**src/rtl/epi_pkg.sv**
```systemverilog
package epi_pkg;

   typedef struct packed {
      logic enable;
      logic high_active;
      logic level_mode;
      logic irq_en;
      logic pull_off;
   } epi_cfg_t;

   // True when a raw pin level is the active level for the chosen polarity
   function automatic logic level_is_active(input logic lvl, input logic high_active);
      return (lvl == high_active);
   endfunction

endpackage

```
**src/rtl/epi_sync.sv**
```systemverilog
module epi_sync #(
   parameter int   STAGES  = 2,
   parameter logic RST_VAL = 1'b0
) (
   input  logic clk,
   input  logic rst_n,
   input  logic d,
   output logic q
);
   localparam int LAST = STAGES - 1;

   if (STAGES < 2) begin : g_bad_depth
      $error("epi_sync: STAGES must be at least 2");
   end

   logic [LAST:0] chain;

   for (genvar i = 0; i < STAGES; i++) begin : g_stage
      if (i == 0) begin : g_first
         always_ff @(posedge clk or negedge rst_n) begin
            if (!rst_n) chain[0] <= RST_VAL;
            else        chain[0] <= d;
         end
      end else begin : g_next
         always_ff @(posedge clk or negedge rst_n) begin
            if (!rst_n) chain[i] <= RST_VAL;
            else        chain[i] <= chain[i-1];
         end
      end
   end

   assign q = chain[LAST];
endmodule

```
**src/rtl/epi_edge.sv**
```systemverilog
module epi_edge #(
   parameter logic RST_VAL = 1'b0
) (
   input  logic clk,
   input  logic rst_n,
   input  logic lvl_in,
   input  logic high_active,
   output logic active_now,
   output logic hit
);
   import epi_pkg::*;

   logic lvl_prev;

   always_ff @(posedge clk or negedge rst_n) begin
      if (!rst_n) lvl_prev <= RST_VAL;
      else        lvl_prev <= lvl_in;
   end

   assign active_now = level_is_active(lvl_in, high_active);
   assign hit        = active_now && !level_is_active(lvl_prev, high_active);
endmodule

```
**src/rtl/epi_flag.sv**
```systemverilog
module epi_flag (
   input  logic             clk,
   input  logic             rst_n,
   input  epi_pkg::epi_cfg_t cfg,
   input  logic             hit,
   input  logic             active_now,
   input  logic             ack,
   output logic             flag
);
   logic flag_q, flag_d, ack_blocked;

   assign ack_blocked = cfg.level_mode && active_now;

   always_comb begin
      flag_d = flag_q;
      if (!cfg.enable)          flag_d = 1'b0;
      else if (hit)             flag_d = 1'b1;
      else if (ack && !ack_blocked) flag_d = 1'b0;
   end

   always_ff @(posedge clk or negedge rst_n) begin
      if (!rst_n) flag_q <= 1'b0;
      else        flag_q <= flag_d;
   end

   assign flag = flag_q;
endmodule

```
**src/rtl/ext_pin_irq.sv**
```systemverilog
module ext_pin_irq #(
   parameter int   SYNC_STAGES   = 2,
   parameter logic PIN_RESET_LVL = 1'b0
) (
   input  logic clk,
   input  logic rst_n,
   input  logic pin_async,
   input  logic cfg_enable,
   input  logic cfg_high_active,
   input  logic cfg_level_mode,
   input  logic cfg_irq_en,
   input  logic cfg_pull_off,
   input  logic ack_wr,
   output logic flag,
   output logic irq,
   output logic pull_en,
   output logic pull_up
);
   import epi_pkg::*;

   epi_cfg_t cfg;
   logic     pin_sync, pin_active, edge_hit;

   assign cfg = '{enable:      cfg_enable,
                  high_active: cfg_high_active,
                  level_mode:  cfg_level_mode,
                  irq_en:      cfg_irq_en,
                  pull_off:    cfg_pull_off};

   epi_sync #(.STAGES(SYNC_STAGES), .RST_VAL(PIN_RESET_LVL)) u_sync (
      .clk(clk), .rst_n(rst_n), .d(pin_async), .q(pin_sync));

   epi_edge #(.RST_VAL(PIN_RESET_LVL)) u_edge (
      .clk(clk), .rst_n(rst_n), .lvl_in(pin_sync), .high_active(cfg.high_active),
      .active_now(pin_active), .hit(edge_hit));

   epi_flag u_flag (
      .clk(clk), .rst_n(rst_n), .cfg(cfg), .hit(edge_hit),
      .active_now(pin_active), .ack(ack_wr), .flag(flag));

   assign irq     = flag && cfg.irq_en;
   assign pull_en = cfg.enable && !cfg.pull_off;
   assign pull_up = !cfg.high_active;
endmodule

```
**config.mk**
```make
export PLATFORM = sky130hd
export DESIGN_NAME = ext_pin_irq
export DESIGN_NICKNAME = d
export VERILOG_FILES = /design/src/rtl/epi_pkg.sv /design/src/rtl/epi_sync.sv /design/src/rtl/epi_edge.sv /design/src/rtl/epi_flag.sv /design/src/rtl/ext_pin_irq.sv
export SDC_FILE = /design/constraint.sdc
export NUM_CORES = 1
export LEC_CHECK = 0
export BUFFER_PORTS_ARGS = -buffer_cell sky130_fd_sc_hd__buf_2
export CAP_MARGIN = 10
export CORE_AREA = 2 2 39 41
export CTS_BUF_LIST = sky130_fd_sc_hd__clkbuf_2 sky130_fd_sc_hd__clkbuf_4 sky130_fd_sc_hd__clkbuf_8
export CTS_CLUSTER_SIZE = 24
export DETAILED_ROUTE_END_ITERATION = 8
export DIE_AREA = 0 0 41 43
export PLACE_DENSITY = 0.35
export RECOVER_POWER = 100
export SYNTH_ARGS = -nofsm -noshare
export SYNTH_HDL_FRONTEND = slang
export SYNTH_SLANG_ARGS = --single-unit
```
**constraint.sdc**
```tcl
create_clock -name clk -period 1.1 [get_ports clk]
set_input_delay 0.165 -clock clk [delete_from_list [all_inputs] [get_ports clk]]
set_output_delay 0.165 -clock clk [all_outputs]
set_load 0.01 [all_outputs]
```
==> out/summary.txt, run 1 <==
post-synth top area share - 62.0%
post-synthesis async set-or-reset flop share - 100%
Req. time, crit path - 0.94 ns
max-slew violations - 0
final worst-path cycle share - 94.5%
via count - 171
synthesized area - 161 um2
critical path peak fanout - 2
Post-DRT Antenna Nets - 0
nets - 42
area grow syn2layout - 71.3%
drt drc - 0
final-layout fill cell count - 162
number of synthesized flops with an enable pin - 0
routed len/inst - 8.53 um
slew at the pin with the worst max-slew slack - 0.224 ns
CTS root buf - clkbuf_4
first-pass GRT wire length - 565 um
share of cells above drive strength 1 - 38.7%
sequential power share - 40.7%
total iterations of the first detailed-routing run - 4
Seq/Total Area, Yosys - 62.0%
largest net degree at the start of global routing - 5
antenna violations before repair - 0
Cell Int Power - 0.307 mW
min Tclk post-route - 1.04 ns
Core Area - 1380 um2
Max-cap violations - 0
mean area per synthesized cell - 11.5 um2
CTS Buf Count - 3
Cells after Synth - 14
most frequent cell after synthesis - dfrtp_1
GRT overflow - 0
vias in the first global route - 152
Ant. Diodes - 0
crit path launch type - register
WS Path Type - register to primary output
Power Dens Cells - 1430 nW/um2
Peak VDD IR - 582 uV
htree depth - 1
RSZ-0062 raised after global routing - false
num rows - 14
Yosys top cell by area - dfrtp_1
status - finished clean
Die Y - 43 um
wirelength, routed - 401 um
CTS Buffer Depth - 2
DR iter-0 viols - 2
Worst-Skew Late Latency - 0.24 ns
CTS clk-pin slew, worst paths - 0.04 ns
initial core utilization - 11.7%
relative slew slack - 85.0%
Ports - 13
Psw - 0.0898 mW
Gates resized, CTS repair - 0
Worst Hold Class - input port to register
Ys Warns - 0
Synth area leaders - dfrtp_1, o2bb2ai_1, xnor2_1
switching share of power - 22.7%
count of different cell masters after synthesis - 10
hold slack - 0.0399 ns
IO Port Bufs - 12
commonest cells in the netlist - dfrtp_1, nand2_1
Die Width - 41 um
most used flip-flop cell after synthesis - dfrtp_1
routability cong. - 0.489
Max Freq - 962 MHz
Setup crit end kind - primary output
syn nets - 23
Final Hold Viols - 0
clock share of power - 46.5%
final setup vio count - 0
Avg Vias per Cell - 3.64
register bit total from synthesis - 4
Clock Skews - 0.00712 ns
setup_tns - 0 ns
Worst Path Arrival - 0.87 ns
clock sinks - 4
combinational share of power - 12.8%
Post-DP HPWL - 301 um
Lkg Pwr - 0.132 nW
Tot GR Track Use - 5.76%
Die ar. - 1760 um2
CTS tree - built
-- power by group through the flow --
| stage | logic, mW | clock network (mW) | registers [mW] |
|---|---|---|---|
| 2_1_floorplan | 0.0178 | 0 | 0.164 |
| 3_3_place_gp | 0.0452 | 0 | 0.163 |
| 3_5_place_dp | 0.0467 | 0 | 0.164 |
| 4_1_cts | 0.0493 | 0.193 | 0.162 |
| 5_1_grt | 0.0585 | 0.207 | 0.162 |
| 6_report | 0.0508 | 0.184 | 0.161 |
-- cell type report --
type	instances	area [um2]	area share, %
flip-flops and latches	4	100	36.2
inverters	1	3.75	1.36
clock buffers	3	22.5	8.14
repair buffers	14	72.6	26.2
well taps	16	20.0	7.24
multi-input cells	9	57.6	20.8
-- per-stage QoR --
| stage | setup slack [ns] | power [mW] | util (%) | std cells | instance area, um2 |
|---|---|---|---|---|---|
| floorplan | 0.281 | 0.182 | - | 14 | 161 |
| detailed placement | 0.217 | 0.211 | 17.5 | 42 | 241 |
| CTS | 0.0157 | 0.404 | 19.8 | 46 | 274 |
| finish | 0.0610 | 0.396 | 20.0 | 47 | 277 |
| global route | 0.0120 | 0.427 | 20.0 | 47 | 277 |
| global placement | 0.231 | 0.209 | 17.5 | 42 | 241 |
-- metal layers --
layer  vias up  wire [um]  track usage, %
li1         81          -               -
met1        73        180            5.57
met2        17        148            5.94
met3         0         71            6.28
met4         0          0            6.00
met5         -          0               0
-- critical path, cell delays in order (launching register included) --
cell and delay (ns):
dfrtp_1 0.37, and2_1 0.15, clkbuf_2 0.12
-- path summary, 6_finish.rpt --
kind | slack [ns] | startpoint | depth (start not counted) | to
min in group asynchronous | 0.29 | rst_n | 2 | u_edge.lvl_prev$_DFF_PN0_
worst min-delay path | 0.04 | pin_async | 1 | u_sync.chain[0]$_DFF_PN0_
worst max register to register | 0.20 | u_sync.q$_DFF_PN0_ | 3 | u_flag.flag$_DFFE_PN0P_
worst min register to register | 0.35 | u_sync.chain[0]$_DFF_PN0_ | 0 | u_sync.q$_DFF_PN0_
worst max-delay path | 0.06 | u_flag.flag$_DFFE_PN0P_ | 2 | irq
max in group asynchronous | 0.62 | rst_n | 2 | u_sync.chain[0]$_DFF_PN0_
-- registers in the layout (all words and copies together) (netlist names) --
signal / cells
u_flag.flag: 1
u_sync.q: 1
u_sync.chain: 1
u_edge.lvl_prev: 1
-- logic make-up after synthesis --
kind of cell           Yosys count  synth area share, %
AND/OR/NAND/NOR                  5                 16.3
flip-flops                       4                 62.0
buffers and inverters            1                 2.32
AO/OA/AOI/OAI                    3                 14.0
XOR/XNOR                         1                 5.43
-- timing repair --
action	in CTS	in global routing
hold buffers	1	0
endpoints found under the setup margin	0	1
endpoints found under the hold margin	4	0
setup buffers	0	1
-- cell usage in the layout (no fill, tap or decap) --
| master | n |
|---|---|
| xnor2_1 | 1 |
| clkbuf_2 | 1 |
| nand2_1 | 2 |
| o22ai_1 | 1 |
| inv_1 | 1 |
| dlygate4sd3_1 | 1 |
| nand2b_1 | 1 |
| clkbuf_1 | 4 |
| dfrtp_1 | 4 |
| nor2b_1 | 1 |
| clkbuf_4 | 3 |
| buf_4 | 1 |
| a21boi_0 | 1 |
| and2_1 | 1 |
| buf_2 | 7 |
| o2bb2ai_1 | 1 |
Power figures use the tool's default switching activity.
==> run 2: changes to the inputs <==
--- a/config.mk
+++ b/config.mk
@@ -5,15 +5,16 @@
 export SDC_FILE = /design/constraint.sdc
 export NUM_CORES = 1
 export LEC_CHECK = 0
-export BUFFER_PORTS_ARGS = -buffer_cell sky130_fd_sc_hd__buf_2
 export CAP_MARGIN = 10
 export CORE_AREA = 2 2 39 41
 export CTS_BUF_LIST = sky130_fd_sc_hd__clkbuf_2 sky130_fd_sc_hd__clkbuf_4 sky130_fd_sc_hd__clkbuf_8
 export CTS_CLUSTER_SIZE = 24
 export DETAILED_ROUTE_END_ITERATION = 8
 export DIE_AREA = 0 0 41 43
-export PLACE_DENSITY = 0.35
+export DONT_BUFFER_PORTS = 1
+export PLACE_DENSITY = 0.3
 export RECOVER_POWER = 100
+export SLEW_MARGIN = 40
 export SYNTH_ARGS = -nofsm -noshare
 export SYNTH_HDL_FRONTEND = slang
 export SYNTH_SLANG_ARGS = --single-unit
==> run 2 against run 1 <==
- sequential share of layout area increased by 8.5 points
- routed wire length decreased by 28%
- non-clock buffer count decreased by 12
- sequential power about the same
- utilization decreased by 3.8 points
- sequential cell count unchanged
- critical path depth decreased by 1
- die area unchanged
- combinational power decreased by 47%
- critical path type unchanged
- critical endpoint unchanged
- largest cell class unchanged
- highest routed layer unchanged
==> out/summary.txt, run 2 (synthesis results as in run 1) <==
routed len/inst - 8.29 um (-2.9%)
initial core utilization - 11.7% (unchanged)
CTS Buf Count - 3 (unchanged)
final setup vio count - 0 (unchanged)
Core Area - 1380 um2 (unchanged)
crit path launch type - register
Setup WS pre-CTS - 0.212 ns (-0.00520 ns)
largest net degree at the start of global routing - 5 (unchanged)
RSZ-0062 raised after global routing - false
Lkg Pwr - 0.0938 nW (-29%)
min Tclk post-route - 1.02 ns (-0.0180 ns)
Post-CTS Setup Inserts - 0 (unchanged)
num rows - 14 (unchanged)
crit-path leading delay family - flip-flops
Avg Vias per Cell - 3.66 (+0.52%)
leading cell type in the layout, fill and taps excluded - dfrtp_1
critical path peak fanout - 3 (+1)
Final Hold Viols - 0 (unchanged)
crit path buf inv count - 0 (-1)
htree depth - 1 (unchanged)
grt met2 use - 3.75% (-2.2 points)
CTS root buf - clkbuf_4
share of cells above drive strength 1 - 15.8% (-23 points)
gr busiest metal - met3
max incr delay on CP - 0.41 ns (+0.04 ns)
slew at the pin with the worst max-slew slack - 0.216 ns (-0.00866 ns)
Die Width - 41 um (unchanged)
Max Freq - 979 MHz (+1.8%)
CP max-delay cell - dfrtp_1
commonest cells after routing, fill and taps aside - dfrtp_1, clkbuf_4, nand2_1, dlygate4sd3_1
CTS clk-pin slew, worst paths - 0.04 ns (about the same)
Power Dens Cells - 1640 nW/um2 (+14%)
met1 usage - 3.56% (-2.0 points)
WS Path Type - register to primary output
vias in the first global route - 101 (-34%)
stages on the worst setup path - 1 (-1)
total iterations of the first detailed-routing run - 1 (-3)
critical-path cell list - and2_1
final worst-path cycle share - 92.8% (-1.6 points)
Req. time, crit path - 0.94 ns (about the same)
first-pass GRT wire length - 400 um (-29%)
GR Layer Usage met3 - 6.81% (+0.52 points)
Worst Path Arrival - 0.86 ns (about the same)
routability cong. - 0.474 (-3.1%)
drt drc - 0 (unchanged)
DR iter-0 viols - 0 (-2)
Worst Hold Class - input port to register
antenna violations before repair - 0 (unchanged)
nets - 30 (-29%)
clock sinks - 4 (unchanged)
Die Y - 43 um (unchanged)
wirelength, routed - 290 um (-28%)
CTS Buffer Depth - 2 (unchanged)
area grow syn2layout - 38.8%
Die ar. - 1760 um2 (unchanged)
GRT overflow - 0 (unchanged)
Ports - 13 (unchanged)
via count - 128 (-25%)
CTS tree - built
relative slew slack - 85.6% (+0.55 points)
max-slew violations - 0 (unchanged)
Gates resized, CTS repair - 0 (unchanged)
Peak VDD IR - 478 uV (-18%)
worst r2r path cells - 3 (unchanged)
Clock Skews - 0.00144 ns (-0.00569 ns)
IO Port Bufs - 0 (-12)
setup_tns - 0 ns (unchanged)
Setup crit end kind - primary output
Max-cap violations - 0 (unchanged)
hold buffers post-CTS - 2 (+1)
Setup WS post-layout - 0.0789 ns (+0.0180 ns)
status - finished clean
Post-DRT Antenna Nets - 0 (unchanged)
Tot GR Track Use - 4.23% (-1.5 points)
worst hold stages - 1 (unchanged)
Worst-Skew Late Latency - 0.23 ns (about the same)
Reg2Reg Setup Slack - 0.19 ns (about the same)
Ant. Diodes - 0 (unchanged)
run 2: cell count changes in the layout (fill, tap and decap cells not counted):
cell / previous run / this run
buf_2: 7 / 0
clkbuf_1: 4 / 0
buf_4: 1 / 0
clkbuf_2: 1 / 0
dlygate4sd3_1: 1 / 2
run 2: report_power, final:
part / total [mW] / internal (mW) / switching (mW)
Combinational: 0.0267 / 0.0147 / 0.0120
Sequential: 0.163 / 0.156 / 0.00668
Clock: 0.177 / 0.122 / 0.0554
Total: 0.367 / 0.293 / 0.0741
run 2: path summary, 6_finish.rpt:
path / start / end
max in group asynchronous: rst_n / u_sync.chain[0]$_DFF_PN0_
min reg2reg: u_sync.chain[0]$_DFF_PN0_ / u_sync.q$_DFF_PN0_
max reg2reg: u_sync.q$_DFF_PN0_ / u_flag.flag$_DFFE_PN0P_
min: cfg_enable / u_flag.flag$_DFFE_PN0P_
max: u_flag.flag$_DFFE_PN0P_ / irq
min in group asynchronous: rst_n / u_flag.flag$_DFFE_PN0P_
run 2: cell type report:
class                   instances  area (um2)
clock buffers                   3        22.5
fillers                       159        1160
inverters                       1        3.75
multi-input cells               9        57.6
flip-flops and latches          4         100
well taps                      16        20.0
repair buffers                  2        20.0
run 2: per-stage QoR:
step / hold WS, ns / cells / cell area, um2 / util, % / power [mW]
CTS: 0.0578 / 35 / 224 / 16.2 / 0.382
global placement: -0.130 / 30 / 181 / 13.1 / 0.185
finish: 0.0645 / 35 / 224 / 16.2 / 0.367
floorplan: -0.131 / 14 / 161 / - / 0.182
global route: 0.0490 / 35 / 224 / 16.2 / 0.402
detailed placement: -0.130 / 30 / 181 / 13.1 / 0.185
run 2: routing by layer:
layer,up-vias,routed length [um]
li1,59,-
met1,55,125
met2,14,94
met3,0,69
met4,0,0
met5,-,0
